[config.mk]
export PLATFORM = sky130hd
export DESIGN_NAME = hs_lane_burst_tx
export DESIGN_NICKNAME = d
export VERILOG_FILES = /design/src/rtl/hslane_pkg.sv /design/src/rtl/hslane_phase_timer.sv /design/src/rtl/hslane_byte_shifter.sv /design/src/rtl/hs_lane_burst_tx.sv
export SDC_FILE = /design/constraint.sdc
export NUM_CORES = 1
export LEC_CHECK = 0
export ABC_AREA = 1
export BUFFER_PORTS_ARGS = -buffer_cell sky130_fd_sc_hd__buf_2
export CORE_MARGIN = 1.5
export CORE_UTILIZATION = 45
export DETAILED_ROUTE_END_ITERATION = 10
export PLACE_DENSITY_LB_ADDON = 0.25
export REMOVE_ABC_BUFFERS = 1
export SLEW_MARGIN = 10
export SYNTH_ARGS = -nofsm -noshare
export SYNTH_HDL_FRONTEND = slang
export SYNTH_HIERARCHICAL = 1
export SYNTH_SLANG_ARGS = --single-unit
[constraint.sdc]
create_clock -name clk -period 6.57 [get_ports clk]
set_input_delay 1.6425 -clock clk [delete_from_list [all_inputs] [get_ports clk]]
set_output_delay 1.6425 -clock clk [all_outputs]
set_load 0.05 [all_outputs]
[src/rtl/hslane_pkg.sv]
package hslane_pkg;

    // Controller states of the burst framer
    typedef enum logic [2:0] {
        ST_STOP    = 3'd0,
        ST_LPREQ   = 3'd1,
        ST_PREP    = 3'd2,
        ST_ZERO    = 3'd3,
        ST_SYNC    = 3'd4,
        ST_PAYLOAD = 3'd5,
        ST_TRAIL   = 3'd6,
        ST_EXIT    = 3'd7
    } lane_state_e;

endpackage

[src/rtl/hslane_phase_timer.sv]
module hslane_phase_timer #(
    parameter int CNT_W = 8
) (
    input  logic             clk,
    input  logic             rst_n,
    input  logic             load,
    input  logic [CNT_W-1:0] load_val,
    output logic             expired
);

    logic [CNT_W-1:0] remain;

    always_ff @(posedge clk) begin
        if (!rst_n) begin
            remain <= '0;
        end else if (load) begin
            remain <= load_val;
        end else if (remain != '0) begin
            remain <= remain - CNT_W'(1);
        end
    end

    assign expired = (remain == '0);

endmodule

[src/rtl/hslane_byte_shifter.sv]
module hslane_byte_shifter #(
    parameter int                BYTE_W    = 8,
    parameter logic [BYTE_W-1:0] SYNC_WORD = 8'hB8
) (
    input  logic              clk,
    input  logic              rst_n,
    input  logic              sync_load,
    input  logic              sync_shift,
    input  logic              pay_active,
    input  logic              in_valid,
    input  logic [BYTE_W-1:0] in_data,
    input  logic              in_last,
    output logic              out_bit,
    output logic              at_boundary,
    output logic              at_final,
    output logic              byte_last
);

    localparam int               IDX_W    = $clog2(BYTE_W);
    localparam logic [IDX_W-1:0] IDX_LAST = IDX_W'(BYTE_W - 1);

    logic [BYTE_W-1:0] shreg;
    logic [IDX_W-1:0]  idx;
    logic              take;
    logic              advance;

    assign at_boundary = (idx == '0);
    assign at_final    = (idx == IDX_LAST);
    assign take        = pay_active && at_boundary && in_valid;
    assign advance     = sync_shift || (pay_active && !at_boundary);
    assign out_bit     = (pay_active && at_boundary) ? in_data[0] : shreg[0];

    always_ff @(posedge clk) begin
        if (!rst_n) begin
            shreg     <= '0;
            idx       <= '0;
            byte_last <= 1'b0;
        end else if (sync_load) begin
            shreg     <= SYNC_WORD;
            idx       <= '0;
            byte_last <= 1'b0;
        end else if (advance) begin
            shreg <= shreg >> 1;
            idx   <= at_final ? '0 : idx + IDX_W'(1);
        end else if (take) begin
            shreg     <= in_data >> 1;
            idx       <= IDX_W'(1);
            byte_last <= in_last;
        end
    end

    // A byte boundary is only left by taking a byte
    AST_BOUNDARY_TAKE: assert property (@(posedge clk) disable iff (!rst_n)
        (pay_active && at_boundary && !sync_load) |=> (at_boundary || $past(in_valid))) else $error("boundary");

endmodule

[src/rtl/hs_lane_burst_tx.sv]
module hs_lane_burst_tx #(
    parameter int                LEN_W     = 8,
    parameter int                BYTE_W    = 8,
    parameter logic [BYTE_W-1:0] SYNC_WORD = 8'hB8,
    parameter int                MIN_TRAIL = 8
) (
    input  logic              clk,
    input  logic              rst_n,
    input  logic              burst_req,
    input  logic              clk_lane_rdy,
    input  logic [BYTE_W-1:0] tx_data,
    input  logic              tx_valid,
    input  logic              tx_last,
    output logic              tx_ready,
    input  logic [LEN_W-1:0]  len_lpx,
    input  logic [LEN_W-1:0]  len_prep,
    input  logic [LEN_W-1:0]  len_zero,
    input  logic [LEN_W-1:0]  len_trail,
    input  logic [LEN_W-1:0]  len_exit,
    output logic              lp_p,
    output logic              lp_n,
    output logic              hs_en,
    output logic              hs_bit
);
    import hslane_pkg::*;

    localparam int               DW       = LEN_W + 1;
    localparam logic [LEN_W-1:0] ONE      = LEN_W'(1);
    localparam logic [LEN_W-1:0] TRAIL_LO = LEN_W'(MIN_TRAIL);

    lane_state_e state, state_nxt;

    logic             tmr_load;
    logic [LEN_W-1:0] tmr_val;
    logic             tmr_done;
    logic             sh_bit, sh_bound, sh_final, sh_last;
    logic             sync_load;
    logic             underrun;
    logic             last_bit;

    // Effective phase lengths after the minimum rules
    logic [LEN_W-1:0] eff_lpx, eff_prep, eff_zero, eff_trail, eff_exit;

    assign eff_lpx   = (len_lpx  == '0) ? ONE : len_lpx;
    assign eff_prep  = (len_prep  > eff_lpx) ? len_prep : eff_lpx;
    assign eff_zero  = (len_zero == '0) ? ONE : len_zero;
    assign eff_trail = (len_trail > TRAIL_LO) ? len_trail : TRAIL_LO;
    assign eff_exit  = (len_exit  > eff_lpx) ? len_exit : eff_lpx;

    assign underrun  = (state == ST_PAYLOAD) && sh_bound && !tx_valid;
    assign sync_load = (state == ST_ZERO) && (state_nxt == ST_SYNC);

    // State register
    always_ff @(posedge clk) begin
        if (!rst_n) begin
            state <= ST_STOP;
        end else begin
            state <= state_nxt;
        end
    end

    // Transition logic
    always_comb begin
        state_nxt = state;
        unique case (state)
            ST_STOP:    if (burst_req && clk_lane_rdy) state_nxt = ST_LPREQ;
            ST_LPREQ:   if (tmr_done) state_nxt = ST_PREP;
            ST_PREP:    if (tmr_done) state_nxt = ST_ZERO;
            ST_ZERO:    if (tmr_done) state_nxt = ST_SYNC;
            ST_SYNC:    if (sh_final) state_nxt = ST_PAYLOAD;
            ST_PAYLOAD: if (underrun || (sh_final && sh_last)) state_nxt = ST_TRAIL;
            ST_TRAIL:   if (tmr_done) state_nxt = ST_EXIT;
            ST_EXIT:    if (tmr_done) state_nxt = ST_STOP;
        endcase
    end

    // Timer reload on every state change
    always_comb begin
        tmr_load = (state_nxt != state);
        tmr_val  = '0;
        unique case (state_nxt)
            ST_LPREQ: tmr_val = eff_lpx - ONE;
            ST_PREP:  tmr_val = eff_prep - ONE;
            ST_ZERO:  tmr_val = eff_zero - ONE;
            ST_TRAIL: tmr_val = underrun ? eff_trail - LEN_W'(2) : eff_trail - ONE;
            ST_EXIT:  tmr_val = eff_exit - ONE;
            default:  tmr_val = '0;
        endcase
    end

    // Last high-speed data bit put on the line
    always_ff @(posedge clk) begin
        if (!rst_n) begin
            last_bit <= 1'b0;
        end else if ((state == ST_SYNC) || ((state == ST_PAYLOAD) && !underrun)) begin
            last_bit <= sh_bit;
        end
    end

    // Line outputs
    always_comb begin
        lp_p     = 1'b0;
        lp_n     = 1'b0;
        hs_en    = 1'b0;
        hs_bit   = 1'b0;
        tx_ready = 1'b0;
        unique case (state)
            ST_STOP, ST_EXIT: begin
                lp_p = 1'b1;
                lp_n = 1'b1;
            end
            ST_LPREQ: lp_n = 1'b1;
            ST_PREP:  ;
            ST_ZERO:  hs_en = 1'b1;
            ST_SYNC: begin
                hs_en  = 1'b1;
                hs_bit = sh_bit;
            end
            ST_PAYLOAD: begin
                hs_en    = 1'b1;
                tx_ready = sh_bound;
                hs_bit   = underrun ? ~last_bit : sh_bit;
            end
            ST_TRAIL: begin
                hs_en  = 1'b1;
                hs_bit = ~last_bit;
            end
        endcase
    end

    hslane_phase_timer #(.CNT_W(LEN_W)) u_timer (
        .clk      (clk),
        .rst_n    (rst_n),
        .load     (tmr_load),
        .load_val (tmr_val),
        .expired  (tmr_done)
    );

    hslane_byte_shifter #(.BYTE_W(BYTE_W), .SYNC_WORD(SYNC_WORD)) u_shift (
        .clk         (clk),
        .rst_n       (rst_n),
        .sync_load   (sync_load),
        .sync_shift  (state == ST_SYNC),
        .pay_active  (state == ST_PAYLOAD),
        .in_valid    (tx_valid),
        .in_data     (tx_data),
        .in_last     (tx_last),
        .out_bit     (sh_bit),
        .at_boundary (sh_bound),
        .at_final    (sh_final),
        .byte_last   (sh_last)
    );

    // Dwell counter used only by the assertions below
    logic [DW-1:0] dwell, dwell_p1;
    assign dwell_p1 = dwell + DW'(1);
    always_ff @(posedge clk) begin
        if (!rst_n) begin
            dwell <= '0;
        end else if (state_nxt != state) begin
            dwell <= '0;
        end else if (dwell != '1) begin
            dwell <= dwell_p1;
        end
    end

    AST_START_GATED: assert property (@(posedge clk) disable iff (!rst_n)
        (state == ST_STOP && !clk_lane_rdy) |=> (state == ST_STOP)) else $error("start");
    AST_PREP_MIN_LPX: assert property (@(posedge clk) disable iff (!rst_n)
        (state == ST_PREP && state_nxt != ST_PREP) |-> (dwell_p1 >= {1'b0, eff_lpx})) else $error("prep");
    AST_HS_LP_LOW: assert property (@(posedge clk) disable iff (!rst_n)
        hs_en |-> (!lp_p && !lp_n)) else $error("hs lp");
    AST_SYNC_EIGHT: assert property (@(posedge clk) disable iff (!rst_n)
        (state == ST_SYNC && state_nxt != ST_SYNC) |-> (dwell == DW'(BYTE_W - 1))) else $error("sync");
    AST_TRAIL_STABLE: assert property (@(posedge clk) disable iff (!rst_n)
        (state == ST_TRAIL && $past(state) == ST_TRAIL) |-> $stable(hs_bit)) else $error("trail");
    AST_EXIT_MIN_LPX: assert property (@(posedge clk) disable iff (!rst_n)
        (state == ST_EXIT && state_nxt != ST_EXIT) |-> (dwell_p1 >= {1'b0, eff_lpx})) else $error("exit");

endmodule

Word-level counts from Yosys, hierarchy flattened
Cells that the tools add are included.
{"block": "totals", "regBits": 24, "out_inout_bits": 5}
{"block": "classes", "add_sub_neg": 8, "n_lt_le_gt_ge": 3, "eq_ne": 15, "mux": 31, "bitwise": 3, "n_reduce_logical": 28}
{"cell": "8-bit two-way mux", "count": 11}
{"cell": "8-bit by 1-bit subtractor with 8-bit output (second input constant)", "count": 6}
{"cell": "8-bit one-hot mux with 5 select lines", "count": 1}
{"cell": "3-bit two-way mux", "count": 11}
{"cell": "3-bit == test (second input constant)", "count": 8}
{"cell": "8-bit logical NOT", "count": 3}
{"cell": "3-bit one-hot mux with 8 select lines", "count": 1}
{"cell": "8-bit > comparator", "count": 2}
{"cell": "3-bit by 2-bit == test with 1-bit output (second input constant)", "count": 4}
{"cell": "8-bit by 4-bit > comparator with 1-bit output (second input constant)", "count": 1}
{"cell": "1-bit logical AND", "count": 8}
{"cell": "8-bit nonzero test", "count": 1}
{"cell": "8-bit by 2-bit subtractor with 8-bit output (second input constant)", "count": 1}
{"cell": "3-bit by 1-bit == test with 1-bit output (second input constant)", "count": 2}
{"cell": "3-bit logical NOT", "count": 2}
{"cell": "1-bit two-way mux", "count": 6}
{"cell": "2-bit nonzero test", "count": 2}
{"cell": "2-bit OR reduction", "count": 2}
{"cell": "4-bit OR reduction", "count": 1}
{"cell": "3-bit by 1-bit adder with 3-bit output (second input constant)", "count": 1}
{"cell": "1-bit logical NOT", "count": 3}
{"cell": "1-bit logical OR", "count": 3}
{"cell": "3-bit inequality test", "count": 1}
{"cell": "1-bit inverter", "count": 3}
{"cell": "4 further kinds", "count": 4}

Longest topological paths before layout
{"block": "depth", "ltp_word": 9, "depth_mapped": 29, "ltp_nobuf": 29}

Hierarchy
The synthesis kept the hierarchy.
{"module": "hs_lane_burst_tx", "instances": 1, "cells_per_inst": 340, "area_per_inst_um2": 1881.8, "seq_area_each_um2": 80.1}
{"module": "hslane_byte_shifter", "instances": 1, "cells_per_inst": 95, "area_per_inst_um2": 665.6, "seq_area_each_um2": 240.2}
{"module": "hslane_phase_timer", "instances": 1, "cells_per_inst": 70, "area_per_inst_um2": 478.0, "seq_area_each_um2": 160.2}

Least setup slack after synthesis
No wires, ideal clock.
{"block": "synth_timing", "path_kind": "input port to output port", "from": "input port tx_valid", "to": "output port hs_bit", "t_arrival_ns": 3.153, "required_time_ns": 4.927, "setup_slack_ns": 1.775, "stages": 5, "path_buffers": 0, "cell_sequence": "inv_1 > nand4_4 > inv_1 > nor2_1 > o21ai_0"}
{"block": "synth_via", "elab_chain_cells": 4}
{"item": "start: declaration", "line_no": "hs_lane_burst_tx.sv:12", "rtl": "input logic tx_valid,"}
{"item": "1-bit logical NOT", "line_no": "hs_lane_burst_tx.sv:50", "rtl": "assign underrun = (state == ST_PAYLOAD) && sh_bound && !tx_valid;"}
{"item": "1-bit logical AND", "line_no": "hs_lane_burst_tx.sv:50"}
{"item": "1-bit two-way mux", "line_no": "hs_lane_burst_tx.sv:122", "rtl": "hs_bit = underrun ? ~last_bit : sh_bit;"}
{"item": "1-bit one-hot mux with 3 select lines", "line_no": "hs_lane_burst_tx.sv:107", "rtl": "unique case (state)"}
{"item": "end: declaration", "line_no": "hs_lane_burst_tx.sv:23", "rtl": "output logic hs_bit"}
Every way passes these cells.

Worst setup path in the final report
Ends and elaborated chain as after synthesis.

==> qor.yml <==
outcome:
  status: "finished, violations left"
  violations: "DRC"
routing:
  routed_via_density: 5.134
  wl_met1_mm: 3.551
  dr_total_vias: 3296
  drc: 2
  ant_nets: 0
  wl_met3_um: 361
  drt_pass1_iterations: 8
  wire_per_inst_um: 12.03
  drt-initial-drc-count: 145
  dr_wl_met2_mm: 3.682
  routed_wl_mm: 7.724
  highest_layer: "met4"
place:
  placed_cell_area_mm2: 0.003396
  dpl_worst_slack_ns: 1.923
  gp_congestion: 0.8748
  placedCellCount: 638
  io_buffers: 58
  dp_hpwl_mm: 6.407
clocking:
  cts_setup_buffers: 0
  cts_buffers: 3
  cts.sink_count: 24
  htreeDepth: 1
  clk-insertion-delay-late_ns: 0.27
  cts_hold_buf: 0
  post_cts_resized: 0
  cts-root-buf: "clkbuf_8"
  clkTransAtPathRegs_ns: 0.09
  clock_path_buffers: 2
  cts_tree: "yes"
pwr:
  p_per_area_mw_per_mm2: 228.4
  p_leak_uw: 0.001859
  peakVddDrop_uv: 89.90
synth:
  synth-main-ff-cell: "dfxtp_1"
  syn-cell-area_mm2: 0.003025
  synth_top_family_by_area: "simple AND/OR/NAND/NOR gates"
  async_reset_ff_share_pct: 0
  syn_inst: 505
  yosysTopAreaCellShare_pct: 17.37
  synthSimpleGateAreaFrac_pct: 48.51
  yosys_warnings: 6
  synth_edf_count: 0
  yosysTopAreaCell: "nand2_1"
  yosysMostFrequentCell: "nand2_1"
  synth_seq_cells: 24
  yosys-top-cells-area: "nand2_1, dfxtp_1, ha_1"
  muxShareOfSynthArea_pct: 0.3722
  synth-compound-area-share_pct: 11.91
  avgSynthCellArea_um2: 5.991
  synth-xor-area-share_pct: 2.316
  synth_common_cells: "nand2_1, inv_1, nor2_1, nand3_1"
  yosys.area_share.adder_pct: 9.926
  synth_cell_types: 42
  synth_seq_area_share_pct: 15.88
finish:
  nets: 644
  area_growth_pct: 14.60
  regArea_um2: 480.5
  fin_area_mm2: 0.003467
  n_fill_cell: 659
  multi_input_area_mm2: 0.002210
  stdcell_count: 642
  n_antenna_cell: 0
  layout-drive-gt1-share_pct: 21.06
worst_setup_path:
  crit_required_ns: 4.93
  critPathMaxStageDelay_ns: 0.31
  cp_num_buf_inv: 4
  crit_type: "input port to output pin"
  reg2reg_depth: 24
  start_kind: "input port"
  worst_path_max_delay_cell: "buf_2"
  end_kind: "output pin"
  rr_startpoint: "u_timer/remain[0]$_SDFFE_PN0P_"
  path_cells: "buf_2, inv_1, nand4_4, inv_1, nor2_1, o21ai_0, buf_2"
  cp_data_arrival_time_ns: 2.90
  timing.rr.end: "u_timer/remain[6]$_SDFFE_PN0P_"
  crit_cells: 7
  crit_family: "buffers and inverters"
  ff2ff_setup_slack_ns: 3.44
  cp_max_fo: 7
timing:
  slew_headroom_pct: 61.93
  setup_viol: 0
  finalCriticalPeriod_ns: 4.543
  finalCritPeriodShare_pct: 69.14
  fin_setup_tns_ns: 0
  rsz0062_at_grt: "no"
  worstMarginPinSlew_ns: 0.5689
  drv_slew: 0
  hold_viol_final: 0
  fin_skew_ns: 0.001716
  fmax_mhz: 220.1
  hold_ws_ns: 0.4813
  worst_slack_ns: 2.027
global_route:
  grt_max_degree: 15
  antenna_found_initial: 0
  grt_pass1_wl_mm: 13.87
  grt_util_all_layers_pct: 22.82
  grt_pass1_vias: 3238
  grt_overflow: 0
hold_path:
  hp-start: "last_bit$_SDFFE_PN0P_"
  hold_end: "last_bit$_SDFFE_PN0P_"
  hold_path_class: "flip-flop to flip-flop"
  holdPathStages: 2
floorplanning:
  fp-row-count: 29
  die_x_um: 85.00
  core_area_mm2: 0.006422
  io_pins: 59
  start_util_pct: 47.11
  dieArea_mm2: 0.007224
  die_y_um: 85.00
flow_run:
  cap_violations: 0
## worst max-delay path by stage
stage,slack [ns],from,end
after detailed placement,1.92,len_lpx[6],u_timer/remain[6]$_SDFFE_PN0P_
after floorplan,1.77,tx_valid,hs_bit
after global placement,1.97,len_lpx[5],u_timer/remain[6]$_SDFFE_PN0P_
after CTS,2.05,tx_valid,hs_bit
after global routing,1.76,len_lpx[1],u_timer/remain[6]$_SDFFE_PN0P_
final,2.03,tx_valid,hs_bit
## per-stage QoR
stage          power [µW]  utilization, %
4_1_cts             791.9           53.98
6_report            791.7           53.98
5_1_grt             868.2           53.98
3_5_place_dp        656.4           52.87
3_3_place_gp        651.3           52.87
2_1_floorplan       550.8               -
## layout by cell type (no fill, tap or decap), types with 7 or more instances in the layout
cell and n:
a21oi_1 21, buf_2 58, dfxtp_1 24, ha_1 24, inv_1 69, inv_2 14
nand2_1 140, nand2_2 12, nand3_1 45, nand3b_1 7, nor2_1 56, nor2_2 8
nor3_1 11, o21ai_0 18, o21ai_1 8
## cell families after synthesis
logic type,count (synthesis)
and+or+nand+nor,302
muxes,1
xor gates and xnor gates,8
adders and majority gates,24
AOI/OAI and AO/OA,60
buffers and inverters,86
DFF,24
## layer usage
layer,vias up,GRT usage [%]
li1,1732,-
met1,1449,29.67
met2,101,40.04
met3,14,1.848
met4,0,7.004
met5,-,0
## flip-flops by register name (all words and copies together), names as in the netlist
register	cells
state	3
u_timer/remain	8
last_bit	1
u_shift/shreg	8
u_shift/byte_last	1
u_shift/idx	3
## final cells by class
| type | instances | share of cell area (%) |
|---|---|---|
| sequential | 24 | 13.86 |
| tap | 77 | 2.779 |
| inverter | 83 | 8.986 |
| multi-input combinational | 395 | 63.73 |
| clock buffer | 3 | 1.191 |
| clock inverter | 1 | 0.8661 |
| timing repair buffer | 59 | 8.589 |
## power by group
group	switching, µW	internal, µW
sequential	22.3	167
clock	50.1	81.5
combinational	305	165
## worst register-to-register path, stage by stage (launching register included)
cell      delay (ns)
dfxtp_1         0.32
inv_1           0.13
ha_1            0.24
nand2_2         0.13
nor2_8          0.23
inv_1           0.11
nand2_1         0.10
nand3_1         0.08
nand2_1         0.09
inv_2           0.04
nand2_2         0.12
inv_2           0.08
nand3_4         0.12
o21ai_0         0.11
nor2_1          0.18
nor2_4          0.06
inv_1           0.06
ha_1            0.19
nand3_2         0.12
nor2_1          0.11
nand2_1         0.06
nand3_1         0.08
nand2_1         0.06
o211ai_1        0.17
nor2_1          0.06
Power figures use the tool's default switching activity.
